[config.mk]
export PLATFORM = sky130hd
export DESIGN_NAME = ddc_quarter_rate
export DESIGN_NICKNAME = d
export VERILOG_FILES = /design/src/rtl/ddc_pkg.sv /design/src/rtl/ddc_lo_mixer.sv /design/src/rtl/ddc_cic_decim.sv /design/src/rtl/ddc_quarter_rate.sv
export SDC_FILE = /design/constraint.sdc
export NUM_CORES = 1
export LEC_CHECK = 0
export CORE_UTILIZATION = 50
export CTS_CLUSTER_SIZE = 14
export DETAILED_ROUTE_END_ITERATION = 10
export DONT_BUFFER_PORTS = 1
export MAX_ROUTING_LAYER = met4
export PLACE_DENSITY = 0.63
export SLEW_MARGIN = 20
export SYNTH_ARGS = -nofsm -noshare
export SYNTH_HDL_FRONTEND = slang
export SYNTH_SLANG_ARGS = --single-unit
[constraint.sdc]
create_clock -name clk -period 10.57 [get_ports clk]
set_input_delay 2.114 -clock clk [delete_from_list [all_inputs] [get_ports clk]]
set_output_delay 2.114 -clock clk [all_outputs]
set_load 0.02 [all_outputs]
[src/rtl/ddc_pkg.sv]
package ddc_pkg;
  typedef enum logic [1:0] {
    PH_COS_POS = 2'd0,
    PH_SIN_NEG = 2'd1,
    PH_COS_NEG = 2'd2,
    PH_SIN_POS = 2'd3
  } lo_phase_e;
endpackage

[src/rtl/ddc_lo_mixer.sv]
module ddc_lo_mixer
  import ddc_pkg::*;
#(
  parameter int IN_W = 4,
  localparam int MW = IN_W + 1
) (
  input  logic                 clk,
  input  logic                 rst_n,
  input  logic                 in_valid,
  input  logic [IN_W-1:0]      in_code,
  output logic signed [MW-1:0] mix_i,
  output logic signed [MW-1:0] mix_q
);

  lo_phase_e phase_q, phase_d;
  logic signed [MW-1:0] pos_v, neg_v;

  always_comb begin
    phase_d = phase_q;
    if (in_valid) phase_d = lo_phase_e'(phase_q + 2'd1);
  end

  always_ff @(posedge clk or negedge rst_n) begin
    if (!rst_n) phase_q <= PH_COS_POS;
    else        phase_q <= phase_d;
  end

  always_comb begin
    pos_v = {in_code[IN_W-1], in_code};
    neg_v = -pos_v;
    mix_i = '0;
    mix_q = '0;
    unique case (phase_q)
      PH_COS_POS: mix_i = pos_v;
      PH_SIN_NEG: mix_q = neg_v;
      PH_COS_NEG: mix_i = neg_v;
      PH_SIN_POS: mix_q = pos_v;
    endcase
  end

  // phase steps once per accepted code, holds otherwise
  assert_phase_step_R2: assert property (@(posedge clk) disable iff (!rst_n)
    in_valid |=> (phase_q == lo_phase_e'($past(phase_q) + 2'd1)));
  assert_phase_hold_R6: assert property (@(posedge clk) disable iff (!rst_n)
    !in_valid |=> $stable(phase_q));

endmodule

[src/rtl/ddc_cic_decim.sv]
module ddc_cic_decim #(
  parameter int IN_W   = 5,
  parameter int W      = 16,
  parameter int RATIO  = 16,
  parameter int STAGES = 3,
  localparam int CNT_W = (RATIO > 1) ? $clog2(RATIO) : 1
) (
  input  logic                clk,
  input  logic                rst_n,
  input  logic                in_valid,
  input  logic [IN_W-1:0]     in_data,
  output logic                out_valid,
  output logic signed [W-1:0] out_data
);

  logic signed [W-1:0] integ_q [STAGES];
  logic signed [W-1:0] integ_d [STAGES];
  logic signed [W-1:0] dly_q   [STAGES];
  logic signed [W-1:0] comb_v  [STAGES+1];
  logic signed [W-1:0] ext_v;
  logic [CNT_W-1:0]    cnt_q, cnt_d;
  logic                last_c, fire_c;
  logic                vld_q;
  logic signed [W-1:0] out_q;

  always_comb begin
    ext_v = W'($signed(in_data));
    integ_d[0] = integ_q[0] + ext_v;
    for (int s = 1; s < STAGES; s++) integ_d[s] = integ_q[s] + integ_d[s-1];
    last_c = (cnt_q == CNT_W'(RATIO - 1));
    fire_c = in_valid && last_c;
    cnt_d  = cnt_q;
    if (in_valid) cnt_d = last_c ? '0 : cnt_q + CNT_W'(1);
    comb_v[0] = integ_d[STAGES-1];
    for (int s = 0; s < STAGES; s++) comb_v[s+1] = comb_v[s] - dly_q[s];
  end

  always_ff @(posedge clk or negedge rst_n) begin
    if (!rst_n) begin
      for (int s = 0; s < STAGES; s++) begin
        integ_q[s] <= '0;
        dly_q[s]   <= '0;
      end
      cnt_q <= '0;
      vld_q <= 1'b0;
      out_q <= '0;
    end else begin
      vld_q <= fire_c;
      if (in_valid) begin
        cnt_q <= cnt_d;
        for (int s = 0; s < STAGES; s++) integ_q[s] <= integ_d[s];
      end
      if (fire_c) begin
        for (int s = 0; s < STAGES; s++) dly_q[s] <= comb_v[s];
        out_q <= comb_v[STAGES];
      end
    end
  end

  assign out_valid = vld_q;
  assign out_data  = out_q;

  assert_count_range_R4: assert property (@(posedge clk) disable iff (!rst_n)
    cnt_q <= CNT_W'(RATIO - 1));
  assert_single_pulse_R4: assert property (@(posedge clk) disable iff (!rst_n)
    out_valid |=> !out_valid);
  assert_out_hold_R4: assert property (@(posedge clk) disable iff (!rst_n)
    !fire_c |=> $stable(out_data));
  assert_idle_hold_R6: assert property (@(posedge clk) disable iff (!rst_n)
    !in_valid |=> ($stable(integ_q[STAGES-1]) && $stable(cnt_q)));

endmodule

[src/rtl/ddc_quarter_rate.sv]
module ddc_quarter_rate #(
  parameter int IN_W  = 4,
  parameter int RATIO = 16,
  localparam int STAGES = 3,
  localparam int OUT_W  = IN_W + STAGES * $clog2(RATIO)
) (
  input  logic             clk,
  input  logic             rst_n,
  input  logic             in_valid,
  input  logic [IN_W-1:0]  in_code,
  output logic             out_valid,
  output logic [OUT_W-1:0] out_i,
  output logic [OUT_W-1:0] out_q
);

  localparam int MW = IN_W + 1;

  logic signed [MW-1:0]    mix_i, mix_q;
  logic                    vld_i, vld_q;
  logic signed [OUT_W-1:0] dat_i, dat_q;

  ddc_lo_mixer #(.IN_W(IN_W)) u_mixer (
    .clk(clk), .rst_n(rst_n), .in_valid(in_valid), .in_code(in_code),
    .mix_i(mix_i), .mix_q(mix_q)
  );

  ddc_cic_decim #(.IN_W(MW), .W(OUT_W), .RATIO(RATIO), .STAGES(STAGES)) u_cic_i (
    .clk(clk), .rst_n(rst_n), .in_valid(in_valid), .in_data(mix_i),
    .out_valid(vld_i), .out_data(dat_i)
  );

  ddc_cic_decim #(.IN_W(MW), .W(OUT_W), .RATIO(RATIO), .STAGES(STAGES)) u_cic_q (
    .clk(clk), .rst_n(rst_n), .in_valid(in_valid), .in_data(mix_q),
    .out_valid(vld_q), .out_data(dat_q)
  );

  assign out_valid = vld_i;
  assign out_i     = dat_i;
  assign out_q     = dat_q;

  assert_branch_sync_R4: assert property (@(posedge clk) disable iff (!rst_n)
    vld_i == vld_q);
  assert_reset_quiet_R1: assert property (@(posedge clk)
    !rst_n |-> (!out_valid && out_i == '0 && out_q == '0));

endmodule

==> impl_metrics.env, run 1 <==
export IMPL_status="finished, final reports clean"
export IMPL_rsz0062_at_grt="false"
export IMPL_clockBufferDepth=3
export IMPL_yosys_warnings=0
export IMPL_fin_crit_ns=9.32
export IMPL_netlist_top_cells_area="dfrtp_1, ha_1, mux2_2, xnor2_1, inv_1"
export IMPL_endpoint_kind="register"
export IMPL_rrSetupSlack_ns=2.25
export IMPL_initial_core_util_pct=51.4
export IMPL_cp_arrival_ns=9.78
export IMPL_drive_above_1_share_pct=12.1
export IMPL_timing_fmax_mhz=107
export IMPL_vias=12200
export IMPL_fin_setup_tns_ns=0
export IMPL_row_count=66
export IMPL_yosys_top_cells_count="dfrtp_1, ha_1, inv_1, mux2_2, nor2_1"
export IMPL_post_route_period_util_pct=88.2
export IMPL_routed_via_density=5.43
export IMPL_synth_edff_count=0
export IMPL_post_cts_buffers=0
export IMPL_fin_util_pct=55.6
export IMPL_hold_viol_final=0
export IMPL_yosysMostFrequentCell="dfrtp_1"
export IMPL_worst_path_max_fanout=5
export IMPL_io_pin_count=40
export IMPL_min_path_cells=2
export IMPL_cts_clk_slew_worst_paths_ns=0.06
export IMPL_drc=0
export IMPL_dpl_cell_area_mm2=0.0174
export IMPL_crit_path_top_delay_cell="o41ai_1"
export IMPL_portBuffers=0
export IMPL_avgSynthCellArea_um2=9.50
export IMPL_grt_usage_pct=18.5
export IMPL_reg2reg_to="u_cic_i.out_data[14]"
export IMPL_htreeDepth=1
export IMPL_antenna_found_initial=0
export IMPL_root_buffer="clkbuf_16"
export IMPL_netlist_instances=1778
export IMPL_die_h_um=186
export IMPL_grt_overflow_total=0
export IMPL_relSlewSlack_pct=47.3
export IMPL_grt_max_degree=236
export IMPL_dr_first_iter_drc_count=484
export IMPL_max_stage_delay_ns=0.56
export IMPL_drt_wl_total_um=29900
export IMPL_final_net_count=1984
export IMPL_ctsResizeCount=0
export IMPL_stdcell_area_mm2=0.0183
export IMPL_min_from="u_cic_q.dly_q[33]"
export IMPL_worstMarginPinSlew_ns=0.771
export IMPL_yosys_area_top_type_share_pct=34.8
export IMPL_cts_tree="built"
export IMPL_synth_cell_types=70
export IMPL_yosysTopAreaCell="dfrtp_1"
export IMPL_ys_seq_area_share_pct=34.8
export IMPL_whs_endpoint="u_cic_q.dly_q[33]"
export IMPL_core_area_mm2=0.0329
export IMPL_crit_type="input pin to register"
export IMPL_ant_nets=0
export IMPL_r2r_start="u_mixer.phase_q[0]"
export IMPL_cp_data_required_time_ns=11.03
export IMPL_syn_to_final_growth_pct=8.10
export IMPL_syn_area_mm2=0.0169
export IMPL_die_area_mm2=0.0345
export IMPL_rr_worst_depth=38
export IMPL_syn_num_nets=1984
export IMPL_synth_ff_type="dfrtp_1"
export IMPL_slew_violations=0
export IMPL_setup_viol=0
export IMPL_clkSinkCount=235
export IMPL_grt_pass1_wl_um=52500
export IMPL_antenna_diode_count=0
export IMPL_die_w_um=186
export IMPL_skew_ns=0.0158
export IMPL_critPathLaunchType="input pin"
export IMPL_async_flop_share_pct=100
export IMPL_drtPass1Iterations=5
export IMPL_cts_hold_buf=0
export IMPL_cts_buffers=28
export IMPL_clkLatencyLatePin_ns=0.55
export IMPL_place_congestion=0.868
export IMPL_max_cap_viol_count=0
export IMPL_grt_pass1_vias=12000
export IMPL_whs_ns=0.484
export IMPL_dp_final_hpwl_um=21000
export IMPL_hold_class="register to register"
export IMPL_ys_seq_elements=235
export IMPL_avgRoutedWirePerCell_um=13.4
-- cells in the final DEF, fill, tap and decap left out, types with 36 or more instances in the layout --
| cell type | n |
|---|---|
| a21oi_1 | 104 |
| dfrtp_1 | 235 |
| ha_1 | 187 |
| inv_1 | 172 |
| mux2_2 | 137 |
| nand2_1 | 127 |
| nor2_1 | 128 |
| nor3_1 | 36 |
| o21ai_0 | 127 |
| xnor2_1 | 112 |
| xor2_1 | 38 |
-- cell type report --
cell class | count | area, um2
inverters | 173 | 649
clock inverters | 11 | 82.6
clock buffers | 40 | 827
flip-flops and latches | 235 | 5880
fillers | 3005 | 14600
repair buffers | 5 | 37.5
well taps | 442 | 553
multi-input cells | 1335 | 10200
-- metrics by stage --
step	std cells	setup WS, ns
after floorplan	1778	1.21
after global placement	2190	0.998
after detailed placement	2190	0.836
after CTS	2241	1.28
after global routing	2241	0.560
final	2241	1.25
-- kinds of logic after synthesis --
| group | Yosys count | share of synthesized area, % |
|---|---|---|
| xor+xnor | 154 | 8.28 |
| simple gates | 413 | 11.4 |
| compound gates | 425 | 16.1 |
| fa+ha+maj | 199 | 15.3 |
| buf+inv | 208 | 4.62 |
| flops | 235 | 34.8 |
| mux | 144 | 9.54 |
-- routing by layer --
layer | global-route usage [%] | part of all wire [%] | vias to the layer above
met4 | 4.66 | 2.0 | 0
li1 | - | - | 6215
met1 | 21.8 | 46 | 5814
met2 | 33.3 | 50 | 92
met5 | - | 0 | -
met3 | 2.11 | 2.1 | 41
-- critical path, delay by kind of cell --
kind | cells | cell delay, ns
AOI/OAI and AO/OA | 20 | 4.28
adders and majority gates | 7 | 2.18
xor gates and xnor gates | 5 | 1.01
buffers and inverters | 2 | 0.10
and+or+nand+nor | 1 | 0.09
-- worst max path at each step --
stage	from	endpoint	slack, ns	cells after the start
finish	in_code[0]	u_cic_q.out_data[15]	1.25	35
detailed placement	in_code[0]	u_cic_q.out_data[15]	0.84	35
CTS	in_code[0]	u_cic_q.out_data[15]	1.28	35
global route	in_code[0]	u_cic_q.out_data[15]	0.56	36
floorplan	in_code[0]	u_cic_q.out_data[14]	1.21	35
global placement	in_code[0]	u_cic_i.out_data[14]	1.0	36
-- state kept, by name (all words and copies together), names as in the netlist --
signal	flops
u_cic_q.integ_q	48
u_cic_q.dly_q	48
u_cic_i.integ_q	48
u_cic_i.cnt_q	4
u_mixer.phase_q	2
u_cic_q.out_data	16
u_cic_i.out_valid	1
u_cic_i.out_data	16
u_cic_i.dly_q	48
u_cic_q.cnt_q	4
Power of run 1 is not shown: default switching activity piles up to over one toggle a cycle in this logic, so the estimate is an artifact.
==> run 2, diff against run 1 <==
--- a/config.mk
+++ b/config.mk
@@ -5,12 +5,12 @@
 export SDC_FILE = /design/constraint.sdc
 export NUM_CORES = 1
 export LEC_CHECK = 0
+export CORE_ASPECT_RATIO = 0.6
 export CORE_UTILIZATION = 50
 export CTS_CLUSTER_SIZE = 14
 export DETAILED_ROUTE_END_ITERATION = 10
 export DONT_BUFFER_PORTS = 1
 export MAX_ROUTING_LAYER = met4
-export PLACE_DENSITY = 0.63
 export SLEW_MARGIN = 20
 export SYNTH_ARGS = -nofsm -noshare
 export SYNTH_HDL_FRONTEND = slang
==> impl_metrics.env, run 2 (synthesis results as in run 1) <==
export IMPL_mostFrequentLayoutCells="dfrtp_1, ha_1, inv_1"
export IMPL_grt_max_degree=236
export IMPL_fin_util_pct=55.3
export IMPL_setup_viol=0
export IMPL_relSlewSlack_pct=37.0
export IMPL_grt_usage_pct=20.6
export IMPL_skew_ns=0.0190
export IMPL_post_cts_buffers=0
export IMPL_ant_nets=0
export IMPL_drc=0
export IMPL_antenna_found_initial=0
export IMPL_max_cap_viol_count=0
export IMPL_clkLatencyLatePin_ns=0.56
export IMPL_critPathLaunchType="input pin"
export IMPL_io_pin_count=40
export IMPL_fin_crit_ns=9.45
export IMPL_timing_fmax_mhz=106
export IMPL_grt_pass1_wl_um=57000
export IMPL_whs_ns=0.482
export IMPL_cts_hold_buf=0
export IMPL_cts_buffers=25
export IMPL_clockBufferDepth=3
export IMPL_ctsResizeCount=0
export IMPL_cp_data_required_time_ns=11.06
export IMPL_worstMarginPinSlew_ns=0.921
export IMPL_final_common_cell="dfrtp_1"
export IMPL_reg2reg_to="u_cic_q.out_data[15]"
export IMPL_hold_viol_final=0
export IMPL_fin_setup_tns_ns=0
export IMPL_portBuffers=0
export IMPL_drive_above_1_share_pct=11.7
export IMPL_vias=11900
export IMPL_cts_tree="built"
export IMPL_initial_core_util_pct=51.4
export IMPL_dp_final_hpwl_um=23600
export IMPL_routed_via_density=5.33
export IMPL_crit_type="input pin to register"
export IMPL_hold_class="register to register"
export IMPL_grt_overflow_total=0
export IMPL_max_stage_delay_ns=0.52
export IMPL_dr_first_iter_drc_count=519
export IMPL_final_net_count=1981
export IMPL_cp_arrival_ns=9.93
export IMPL_drtPass1Iterations=4
export IMPL_place_ws_ns=0.606
export IMPL_clkSinkCount=235
export IMPL_worst_slack_ns=1.12
export IMPL_htreeDepth=1
export IMPL_status="finished, final reports clean"
export IMPL_r2r_start="u_mixer.phase_q[1]"
export IMPL_rr_worst_depth=37
export IMPL_antenna_diode_count=0
export IMPL_min_from="u_cic_i.dly_q[15]"
export IMPL_critical_path_buf_inv_count=2
export IMPL_path_delay_family="compound AO/OA/AOI/OAI gates"
export IMPL_die_h_um=144
export IMPL_place_congestion=0.830
export IMPL_avgRoutedWirePerCell_um=14.8
export IMPL_row_count=51
export IMPL_slew_violations=0
export IMPL_rsz0062_at_grt="false"
export IMPL_die_area_mm2=0.0346
export IMPL_core_area_mm2=0.0329
export IMPL_rrSetupSlack_ns=2.15
export IMPL_min_path_cells=2
export IMPL_root_buffer="clkbuf_16"
export IMPL_die_w_um=239
export IMPL_crit_path_top_delay_cell="o41ai_1"
export IMPL_whs_endpoint="u_cic_i.dly_q[15]"
export IMPL_worst_path_max_fanout=5
export IMPL_grt_pass1_vias=11500
export IMPL_post_route_period_util_pct=89.4
export IMPL_endpoint_kind="register"
export IMPL_cts_clk_slew_worst_paths_ns=0.06
export IMPL_drt_wl_total_um=33100
export IMPL_syn_to_final_growth_pct=7.55
==> run 2: worst register-to-register path: cells and delay by family, from the launching register on <==
kind	cells	cell delay [ns]
AOI/OAI and AO/OA	19	4.07
xor gates and xnor gates	5	1.15
adders and majority gates	8	2.37
buffers and inverters	2	0.15
DFF	1	0.38
and+or+nand+nor	3	0.26
==> run 2: how the worst max path moves through the flow <==
stage	from	end	slack, ns	cells after the start
finish	in_code[0]	u_cic_q.out_data[15]	1.12	35
floorplan	in_code[0]	u_cic_q.out_data[14]	1.21	35
global route	in_code[0]	u_cic_q.out_data[15]	0.43	36
detailed placement	in_code[0]	u_cic_q.out_data[15]	0.61	35
CTS	in_code[0]	u_cic_q.out_data[15]	1.18	35
global placement	in_code[0]	u_cic_q.out_data[15]	0.92	35
==> run 2: layout make-up <==
cell class	instances	area (um2)
repair buffers	5	37.5
flip-flops and latches	235	5880
fillers	2853	14700
well taps	450	563
clock inverters	8	108
multi-input cells	1335	10200
inverters	173	649
clock buffers	34	699
==> run 2: stage by stage <==
stage               instance area (um2)  cells
global placement                  17400   2198
CTS                               18200   2240
finish                            18200   2240
global route                      18200   2240
floorplan                         16900   1778
detailed placement                17400   2198
==> run 2: metal layers <==
layer,wire length (um),GRT usage [%],vias up
li1,-,-,6214
met1,19500,33.5,5570
met2,12100,26.5,122
met3,937,2.69,35
met4,523,3.58,0
met5,0,-,-
Power of run 2 is left out for the same reason.
